File: config.mk
export PLATFORM = sky130hd
export DESIGN_NAME = rtc_bus_monitor
export DESIGN_NICKNAME = d
export VERILOG_FILES = /design/src/rtl/rtc_bus_monitor.sv
export SDC_FILE = /design/constraint.sdc
export NUM_CORES = 1
export LEC_CHECK = 0
export ABC_AREA = 1
export BUFFER_PORTS_ARGS = -buffer_cell sky130_fd_sc_hd__buf_2
export CORE_UTILIZATION = 43
export DETAILED_ROUTE_END_ITERATION = 10
export GPL_TIMING_DRIVEN = 0
export HOLD_SLACK_MARGIN = 0.1
export PLACE_DENSITY_LB_ADDON = 0.25
export SLEW_MARGIN = 20
export SYNTH_ARGS = -nofsm -noshare
export SYNTH_HDL_FRONTEND = slang
export SYNTH_SLANG_ARGS = --single-unit
File: constraint.sdc
create_clock -name clk -period 3.8 [get_ports clk]
set_input_delay 0.57 -clock clk [delete_from_list [all_inputs] [get_ports clk]]
set_output_delay 0.57 -clock clk [all_outputs]
set_load 0.03 [all_outputs]
File: src/rtl/rtc_bus_monitor.sv
module rtc_bus_monitor #(
  parameter logic [6:0] SLAVE_ADDR = 7'h68,
  parameter int         YEAR_BASE  = 2000
) (
  input  logic        clk,
  input  logic        rst_n,
  input  logic        ev_valid,
  input  logic [2:0]  ev_kind,
  input  logic [7:0]  ev_byte,
  output logic [6:0]  sec,
  output logic [6:0]  min,
  output logic [5:0]  hour,
  output logic [2:0]  wday,
  output logic [5:0]  mday,
  output logic [4:0]  month,
  output logic [11:0] year,
  output logic        halt,
  output logic        mode12,
  output logic        pm,
  output logic        rec_valid,
  output logic        rec_is_read
);
  localparam logic [2:0] EV_START = 3'd0, EV_RSTART = 3'd1, EV_STOP = 3'd2,
                         EV_AWR = 3'd3, EV_ARD = 3'd4, EV_DWR = 3'd5, EV_DRD = 3'd6;

  typedef enum logic [2:0] {S_IDLE, S_ADDR, S_PTR, S_WR, S_RADDR, S_RD} state_t;

  state_t     state;
  logic [7:0] ptr;
  logic [7:0] masked;
  logic [7:0] bin;

  function automatic logic [7:0] bcd2bin(input logic [7:0] b);
    return {4'd0, b[3:0]} + ({4'd0, b[7:4]} << 3) + ({4'd0, b[7:4]} << 1);
  endfunction

  wire is_addr = (ev_kind == EV_AWR) || (ev_kind == EV_ARD);
  wire addr_ok = ev_byte[6:0] == SLAVE_ADDR;
  wire decode  = ev_valid && ((state == S_WR && ev_kind == EV_DWR) ||
                              (state == S_RD && ev_kind == EV_DRD));

  always_comb begin
    case (ptr[2:0])
      3'd0, 3'd1: masked = {1'b0, ev_byte[6:0]};
      3'd2:       masked = ev_byte[6] ? {3'd0, ev_byte[4:0]} : {2'd0, ev_byte[5:0]};
      3'd3:       masked = {5'd0, ev_byte[2:0]};
      3'd4:       masked = {2'd0, ev_byte[5:0]};
      3'd5:       masked = {3'd0, ev_byte[4:0]};
      default:    masked = ev_byte;
    endcase
    bin = bcd2bin(masked);
  end

  always_ff @(posedge clk) begin
    if (!rst_n) begin
      state <= S_IDLE;  ptr <= '0;
      sec <= '0; min <= '0; hour <= '0; wday <= '0; mday <= '0; month <= '0; year <= '0;
      halt <= 1'b0; mode12 <= 1'b0; pm <= 1'b0;
      rec_valid <= 1'b0; rec_is_read <= 1'b0;
    end else begin
      rec_valid <= 1'b0;
      if (ev_valid) begin
        if (is_addr && !addr_ok && state != S_IDLE) state <= S_IDLE;
        else case (state)
          S_IDLE:  if (ev_kind == EV_START) state <= S_ADDR;
          S_ADDR:  if (ev_kind == EV_AWR) state <= S_PTR;
          S_PTR:   if (ev_kind == EV_DWR) begin ptr <= ev_byte; state <= S_WR; end
          S_WR: begin
            if (ev_kind == EV_RSTART) state <= S_RADDR;
            else if (ev_kind == EV_STOP) begin
              state <= S_IDLE; rec_valid <= 1'b1; rec_is_read <= 1'b0;
            end
          end
          S_RADDR: begin
            if (ev_kind == EV_ARD) state <= S_RD;
            else if (ev_kind == EV_STOP) begin
              state <= S_IDLE; rec_valid <= 1'b1; rec_is_read <= 1'b1;
            end
          end
          S_RD: if (ev_kind == EV_STOP) begin
            state <= S_IDLE; rec_valid <= 1'b1; rec_is_read <= 1'b1;
          end
          default: state <= S_IDLE;
        endcase
      end
      if (decode) begin
        ptr <= ptr + 8'd1;
        if (ptr < 8'd7) begin
          case (ptr[2:0])
            3'd0: begin sec <= bin[6:0]; halt <= ev_byte[7]; end
            3'd1: min <= bin[6:0];
            3'd2: begin hour <= bin[5:0]; mode12 <= ev_byte[6]; pm <= ev_byte[6] & ev_byte[5]; end
            3'd3: wday <= bin[2:0];
            3'd4: mday <= bin[5:0];
            3'd5: month <= bin[4:0];
            default: year <= 12'(YEAR_BASE) + {4'd0, bin};
          endcase
        end
      end
    end
  end


  rec_after_stop_chk: assert property (@(posedge clk) disable iff (!rst_n)
    rec_valid |-> $past(ev_valid && ev_kind == EV_STOP));


  rec_single_pulse_chk: assert property (@(posedge clk) disable iff (!rst_n)
    rec_valid |=> !rec_valid);


  idle_holds_chk: assert property (@(posedge clk) disable iff (!rst_n)
    (state == S_IDLE && !(ev_valid && ev_kind == EV_START)) |=> state == S_IDLE);


  quiet_bus_chk: assert property (@(posedge clk) disable iff (!rst_n)
    !ev_valid |=> ($stable(state) && $stable(ptr) && $stable(sec) && $stable(year)));


  pm_needs_mode12_chk: assert property (@(posedge clk) disable iff (!rst_n)
    pm |-> mode12);
endmodule

==> flow_summary.ini, run 1 <==
[detailed_routing]
drtIter0Drc = 149
wl_per_cell_um = 12.6
avgViaCountPerCell = 4.92
totalWireLength_um = 8020
drt-pass1-iter-count = 5
antenna_left = 0
dr_total_vias = 3136
drcViolationCount = 0

[logic_synthesis]
netlist-cell-type-count = 27
avgSynthCellArea_um2 = 6.71
synth_top_area_share = 0.395
synth.top_cells.by_area = dfxtp_1, nor2_1, nand2_1
synthesis.nets = 489
synthCells = 461
synth-seq-cells = 61
yosysSeqAreaShare = 0.395
synth_top_cell_by_area = dfxtp_1
syn-cell-area_um2 = 3100
synth_warnings = 0

[setup_path]
crit_chain = ha_1, ha_1, nor2_1, nand2_1, nor2_1, inv_1, nand3_1, nor3_1, nor2_1, fa_1, fa_2, nand3_1, nand3_1, inv_1, nand2_1, nand2_1, nand2_1, nand2_1, nand3_1, nand2_1, inv_1
startpoint_type = flip-flop
arrival_ns = 3.66
crit_fanout = 5
cp_common_cell = nand2_1
cpPeakStageDelay_ns = 0.50
worstSetupPathType = flip-flop to flip-flop
cp_slowest_cell = fa_1
cp.buffers_inverters = 3
endpoint_kind = flip-flop
crit_family = adder cells
required_ns = 4.05

[die]
die_h_um = 86.8
core_um2 = 6870
die_w_um = 86.8
fp.dieArea_um2 = 7540
num_rows = 30
start_util = 0.451
ios = 65

[clock_tree]
clk_pin_slew_ns = 0.07
tritoncts = built
cts_root_buffer = clkbuf_8
cts_buffer_depth = 2
cts_made_buffers = 9
clk-insertion-delay-late_ns = 0.35
cts_num_sinks = 61
htree_num_levels = 3

[final_layout]
final_cell_count_no_fill = 637
nNetsFinal = 564
antenna_cells = 0
fin_area_um2 = 3740
post-route-util = 0.545
area_growth_pct = 20.9
most-common-layout-cells = nor2_1, nand2_1, buf_2, dfxtp_1, inv_1
final_common_cell = nor2_1
drive_above_1_share = 0.194

[sta]
hold_violations = 0
max_freq_mhz = 294
fin_crit_ns = 3.41
max_slew.worst_pin.slew_ns = 0.564
rsz0062_at_grt = false
skew_ns = 0.00640
maxSlewHeadroom = 0.624
period_share = 0.897
finalSetupViolations = 0
whs_ns = 0.458
drv_slew = 0
tns_ns = 0

[power_and_ir_drop]
leakage_nw = 1.92
vdd_ir_drop_max_v = 0.000203
p_per_area_nw_per_um2 = 399

[placement]
port_buffers = 63
dp_hpwl_um = 5640
postPlaceCellArea_um2 = 3530
gp_congestion = 0.896
placedCellCount = 620

[global_route]
grt_pass1_wl_um = 13100
gr-total-overflow = 0
grt_max_degree = 13
antenna_found_initial = 0
grt_use_total = 0.228
grt_pass1_vias = 2814

[flow_run]
cap_viol_max_count = 0

[worst_hold_path]
hold_class = flip-flop to flip-flop

[status]
outcome = finished clean
[layer usage]
metal,up-vias,share of wire,global-route usage
met4,0,0.036,0.138
met3,24,0.053,0.0467
met2,102,0.44,0.354
met5,-,0,0
met1,1404,0.47,0.291
li1,1606,-,-
[synthesized netlist by cell type]
cell type,count
nand4_1,3
inv_2,6
nand3_1,26
xor2_1,4
ha_1,12
a21oi_1,19
nor3_1,6
buf_4,2
o21ai_1,1
o21ai_0,41
clkbuf_1,6
nand2_2,5
nor2_4,4
nand3b_1,1
nand3_4,1
nor2_1,118
o211ai_1,1
fa_1,2
inv_4,1
a21boi_0,1
nand2_1,85
buf_1,1
inv_1,48
nor2_2,2
buf_2,1
o22ai_1,3
dfxtp_1,61
[flip-flops by register name, indices dropped and copies added, names as in the netlist, 3 cells and up]
name / count
wday: 3
mday: 6
state: 3
sec: 7
month: 5
hour: 6
min: 7
ptr: 8
year: 11
[stage by stage]
step | setup slack [ns] | total power, W
after floorplan | 0.442 | 0.000885
after global placement | -0.294 | 0.000960
after detailed placement | -0.320 | 0.000966
after CTS | 0.0626 | 0.00148
after global routing | 0.0296 | 0.00157
final | 0.393 | 0.00149
[path summary, 6_finish.rpt]
check,startpoint,end,slack [ns],cells after the start
worst max-delay path,ptr[1],year[7],0.39,21
worst min-delay path,halt,halt,0.46,2
worst max register to register,ptr[1],year[7],0.39,21
worst min register to register,halt,halt,0.46,2
[layout make-up]
type,count,area (um2)
Fill cell,684,3130
Sequential cell,61,1220
Multi-Input combinational cell,335,1650
Clock inverter,7,51.3
Buffer,10,46.3
Clock buffer,9,124
Tap cell,96,120
Inverter,55,209
Timing Repair Buffer,64,323
[repair_timing]
action	CTS	global route
setup buffers	0	1
gates resized for setup	2	4
hold buffers	0	0
pin swaps	0	1
endpoints found under the setup margin	8	6
[cell families (layout without fill, tap and decap cells)]
family | Yosys count | count (layout) | synth area share
flops | 61 | 61 | 0.395
simple gates | 251 | 251 | 0.341
xor+xnor | 4 | 4 | 0.0113
fa+ha+maj | 14 | 14 | 0.0614
compound gates | 66 | 66 | 0.110
buf+inv | 65 | 145 | 0.0825
[where the power goes]
| group | internal, W | switching (W) |
|---|---|---|
| sequential | 0.000653 | 0.0000158 |
| clock | 0.000238 | 0.000280 |
| combinational | 0.0000981 | 0.000207 |
[worst register-to-register path, cell delays in order (launching register included)]
cell and delay (ns):
dfxtp_1 0.35, ha_1 0.22, ha_1 0.20, nor2_1 0.16
nand2_1 0.08, nor2_1 0.15, inv_1 0.08, nand3_1 0.09
nor3_1 0.06, nor2_1 0.17, fa_1 0.50, fa_2 0.47
nand3_1 0.11, nand3_1 0.08, inv_1 0.06, nand2_1 0.05
nand2_1 0.12, nand2_1 0.10, nand2_1 0.07, nand3_1 0.06
nand2_1 0.07, inv_1 0.05
No activity file was read; power rests on OpenSTA's default activity.
==> inputs of run 2 (changes only) <==
GPL_TIMING_DRIVEN = unset   (was 0)
==> flow_summary.ini, run 2 (synthesized netlist as in run 1, its figures left out) <==
[clock_tree]
htree_num_levels = 3
cts_made_buffers = 9
cts_root_buffer = clkbuf_8
clk_pin_slew_ns = 0.07
cts_num_sinks = 61
post-cts-setup-buffers = 0
cts_buffer_depth = 2
cts_hold_buf = 0
tritoncts = built
clk-insertion-delay-late_ns = 0.34
post_cts_resized = 0

[setup_path]
required_ns = 4.08
startpoint_type = flip-flop
worstSetupPathType = flip-flop to flip-flop
crit_fanout = 8
arrival_ns = 3.72
endpoint_kind = flip-flop

[sta]
tns_ns = 0
max_freq_mhz = 291
whs_ns = 0.461
fin_crit_ns = 3.44
period_share = 0.906
drv_slew = 0
rsz0062_at_grt = false
maxSlewHeadroom = 0.535
skew_ns = 0.00832
finalSetupViolations = 0
hold_violations = 0
max_slew.worst_pin.slew_ns = 0.697

[global_route]
gr-total-overflow = 0
grt_pass1_wl_um = 12800
grt_max_degree = 42
antenna_found_initial = 0
grt_pass1_vias = 2792
grt_use_total = 0.221

[final_layout]
nNetsFinal = 556
final_common_cell = nor2_1
area_growth_pct = 19.6
largest-register = year
reg_top3 = year (11), ptr (8)
largest_reg_flops = 11
drive_above_1_share = 0.189
most-common-layout-cells = nor2_1, nand2_1, buf_2, dfxtp_1, inv_1
antenna_cells = 0

[detailed_routing]
drcViolationCount = 0
totalWireLength_um = 7760
wl_per_cell_um = 12.3
dr_total_vias = 3079
drt-pass1-iter-count = 5
drtIter0Drc = 202
avgViaCountPerCell = 4.90
antenna_left = 0

[placement]
port_buffers = 64
gp_congestion = 0.883
dp_hpwl_um = 5510

[die]
die_w_um = 86.8
core_um2 = 6870
die_h_um = 86.8
num_rows = 30
ios = 65
fp.dieArea_um2 = 7540
start_util = 0.451

[power_and_ir_drop]
leakage_nw = 1.90
p_total_w = 0.00154
p_per_area_nw_per_um2 = 415
vdd_ir_drop_max_v = 0.000221

[status]
outcome = finished clean

[worst_hold_path]
hold_class = flip-flop to flip-flop

[flow_run]
cap_viol_max_count = 0
run 2: changes by cell type in the layout (fill, tap and decap cells not counted), sizes merged:
cell | before | now
buf | 68 | 66
clkinv | 4 | 2
bufinv | 0 | 1
clkinvlp | 2 | 3
clkbuf | 15 | 9
run 2: critical path, cell delays in order (launching register included):
cell      delay [ns]
dfxtp_1         0.49
inv_2           0.09
ha_1            0.22
nor2_1          0.15
nand2_1         0.06
nor2_1          0.14
inv_1           0.08
a21boi_0        0.35
fa_1            0.51
fa_1            0.48
nand3_1         0.11
nand3_1         0.09
inv_1           0.06
nand2_1         0.04
nand2_1         0.12
nand3_1         0.12
nand2_1         0.10
nand2_1         0.07
nor2_1          0.10
run 2: per-layer routing:
metal  track usage  part of all wire
met1         0.289              0.48
met2         0.351              0.46
met3        0.0419             0.042
met4         0.100             0.017
met5             0                 0
run 2: final cells by class:
cell class / count / area [um2]
Clock inverter: 7 / 75.1
Tap cell: 96 / 120
Clock buffer: 9 / 124
Fill cell: 703 / 3170
Multi-Input combinational cell: 335 / 1620
Inverter: 55 / 209
Sequential cell: 61 / 1220
Timing Repair Buffer: 66 / 335
run 2: worst paths after layout:
check,startpoint,endpoint,slack [ns],cells past startpoint
worst max-delay path,ptr[2],year[10],0.36,18
worst min-delay path,sec[5],sec[5],0.46,2
worst max register to register,ptr[2],year[10],0.36,18
worst min register to register,sec[5],sec[5],0.46,2
run 2: report_power, final:
part | switching, W | internal [W]
logic | 0.000197 | 0.0000913
registers | 0.0000171 | 0.000653
clock network | 0.000275 | 0.000304
run 2: metrics by stage:
step / setup slack [ns] / cells / area, um2 / utilization
CTS: 0.361 / 629 / 3700 / 0.539
global placement: 0.537 / 613 / 3500 / 0.510
floorplan: 0.442 / 461 / 3100 / -
finish: 0.359 / 629 / 3700 / 0.539
global route: 0.0196 / 629 / 3700 / 0.539
detailed placement: 0.397 / 613 / 3500 / 0.510
==> inputs of run 3 (changes only) <==
ABC_AREA = unset   (was 1)
GPL_ROUTABILITY_DRIVEN = 0   (was unset)
HOLD_SLACK_MARGIN = unset   (was 0.1)
==> flow_summary.ini, run 3 <==
[detailed_routing]
drcViolationCount = 0
antenna_left = 0
avgViaCountPerCell = 5.41
totalWireLength_um = 7910
drt-pass1-iter-count = 4
wl_per_cell_um = 15.1
dr_total_vias = 2841
drtIter0Drc = 197

[global_route]
gr-total-overflow = 0
antenna_found_initial = 0
grt_max_degree = 74
grt_pass1_wl_um = 13300
grt_pass1_vias = 2697
grt_use_total = 0.205

[logic_synthesis]
syn-cell-area_um2 = 3320
synth-seq-cells = 61
synth_edf_count = 0
synthCells = 364
netlist-cell-type-count = 70
avgSynthCellArea_um2 = 9.11
synthesis.nets = 392
synth_warnings = 0
yosysSeqAreaShare = 0.368
synth_top_area_share = 0.368
synth.top_cells.by_area = dfxtp_1, mux2i_1, nor2b_1
synth_flop_cell = dfxtp_1
synthArstFlopShare = 0
yosysMostFrequentCell = dfxtp_1
yosys-top-cells-count = dfxtp_1, nor2b_1, nand2_1
synth_top_cell_by_area = dfxtp_1

[final_layout]
area_growth_pct = 19.2
drive_above_1_share = 0.249
reg_top3 = year (11), ptr (8)
nNetsFinal = 449
largest_reg_flops = 11
antenna_cells = 0
post-route-util = 0.536
final_common_cell = buf_2
most-common-layout-cells = buf_2, dfxtp_1, nor2b_1, nand2_1, mux2i_1
largest-register = year

[die]
start_util = 0.450
fp.dieArea_um2 = 8070
core_um2 = 7370
die_h_um = 89.8
die_w_um = 89.8
num_rows = 31
ios = 65

[status]
outcome = finished clean

[sta]
maxSlewHeadroom = 0.474
max_slew.worst_pin.slew_ns = 0.782
hold_violations = 0
setup_slack_ns = 0.196
tns_ns = 0
rsz0062_at_grt = false
fin_crit_ns = 3.60
finalSetupViolations = 0
period_share = 0.948
skew_ns = 0.00797
drv_slew = 0
max_freq_mhz = 278

[power_and_ir_drop]
vdd_ir_drop_max_v = 0.000443
leakage_nw = 1.54
p_per_area_nw_per_um2 = 379

[setup_path]
startpoint_type = flip-flop
worstSetupPathType = flip-flop to flip-flop
arrival_ns = 3.84
cpPeakStageDelay_ns = 0.45
r2r_slack_ns = 0.20
endpoint_kind = flip-flop
required_ns = 4.04
crit_fanout = 7
crit_chain = ha_2, ha_2, inv_1, a2bb2oi_1, o21a_1, o21a_1, ha_1, ha_1, fa_2, xor2_1, a32oi_1, nand2_1, or4_4, o211a_1
cp_slowest_cell = or4_4

[clock_tree]
cts_root_buffer = clkbuf_8
clk_pin_slew_ns = 0.07
cts_hold_buf = 0
cts_made_buffers = 9
post_cts_resized = 0
cts_buffer_depth = 2
cts_num_sinks = 61
tritoncts = built
htree_num_levels = 3
post-cts-setup-buffers = 0
clk-insertion-delay-late_ns = 0.35

[placement]
dp_hpwl_um = 5640
port_buffers = 64
pre_cts_ws_ns = 0.0577

[flow_run]
cap_viol_max_count = 0

[worst_hold_path]
hold_class = flip-flop to flip-flop
run 3: cell count changes after synthesis, sizes merged, moves of 8 or more:
| cell | delta |
|---|---|
| nor2 | -113 |
| nand2 | -59 |
| inv | -47 |
| nor2b | +38 |
| mux2i | +30 |
| o21ai | -17 |
| clkbuf | +9 |
| nand3 | -9 |
| a21boi | +8 |
run 3: worst paths after layout:
path         cells after the start        to    start
max                             14  year[11]   ptr[0]
min                              2   year[9]  year[9]
max reg2reg                     14  year[11]   ptr[0]
min reg2reg                      2   year[9]  year[9]
run 3: metrics by stage:
step / cell area [um2] / total power (W) / hold WS (ns) / cells
4_1_cts: 3940 / 0.00151 / 0.462 / 525
2_1_floorplan: 3320 / 0.000750 / 0.472 / 364
3_5_place_dp: 3700 / 0.000797 / 0.452 / 509
3_3_place_gp: 3700 / 0.000794 / 0.445 / 509
6_report: 3950 / 0.00150 / 0.457 / 525
5_1_grt: 3950 / 0.00156 / 0.475 / 525
run 3: per-layer routing:
| layer | track usage | routed length (um) | up-vias |
|---|---|---|---|
| li1 | - | - | 1421 |
| met1 | 0.269 | 3780 | 1329 |
| met2 | 0.320 | 3490 | 83 |
| met3 | 0.0643 | 556 | 8 |
| met4 | 0.0628 | 78 | 0 |
| met5 | 0 | 0 | - |
run 3: cell type report:
type | count | area (um2)
inverters | 8 | 30.0
clock buffers | 9 | 124
repair buffers | 69 | 358
clock inverters | 7 | 120
well taps | 99 | 124
fillers | 693 | 3420
flip-flops and latches | 61 | 1220
multi-input cells | 272 | 1970
run 3: logic make-up (layout without fill, tap and decap cells):
group / Yosys count / in the layout / synth area share
buffers and inverters: 31 / 93 / 0.0385
DFF: 61 / 61 / 0.368
AOI/OAI and AO/OA: 80 / 80 / 0.161
adders and majority gates: 14 / 14 / 0.0574
xor gates and xnor gates: 5 / 5 / 0.0132
muxes: 31 / 31 / 0.0940
and+or+nand+nor: 142 / 142 / 0.268
run 3: worst max-delay path, delay by kind of cell (launching register included):
| family | cells | cell delay, ns |
|---|---|---|
| AOI/OAI and AO/OA | 5 | 0.83 |
| adders and majority gates | 5 | 1.41 |
| xor gates and xnor gates | 1 | 0.18 |
| and+or+nand+nor | 2 | 0.59 |
| DFF | 1 | 0.39 |
| buffers and inverters | 1 | 0.09 |
run 3: power breakdown:
| part | internal [W] | total (W) | switching (W) |
|---|---|---|---|
| logic | 0.0000554 | 0.000140 | 0.0000848 |
| clock network | 0.000439 | 0.000715 | 0.000277 |
| registers | 0.000640 | 0.000643 | 0.00000343 |
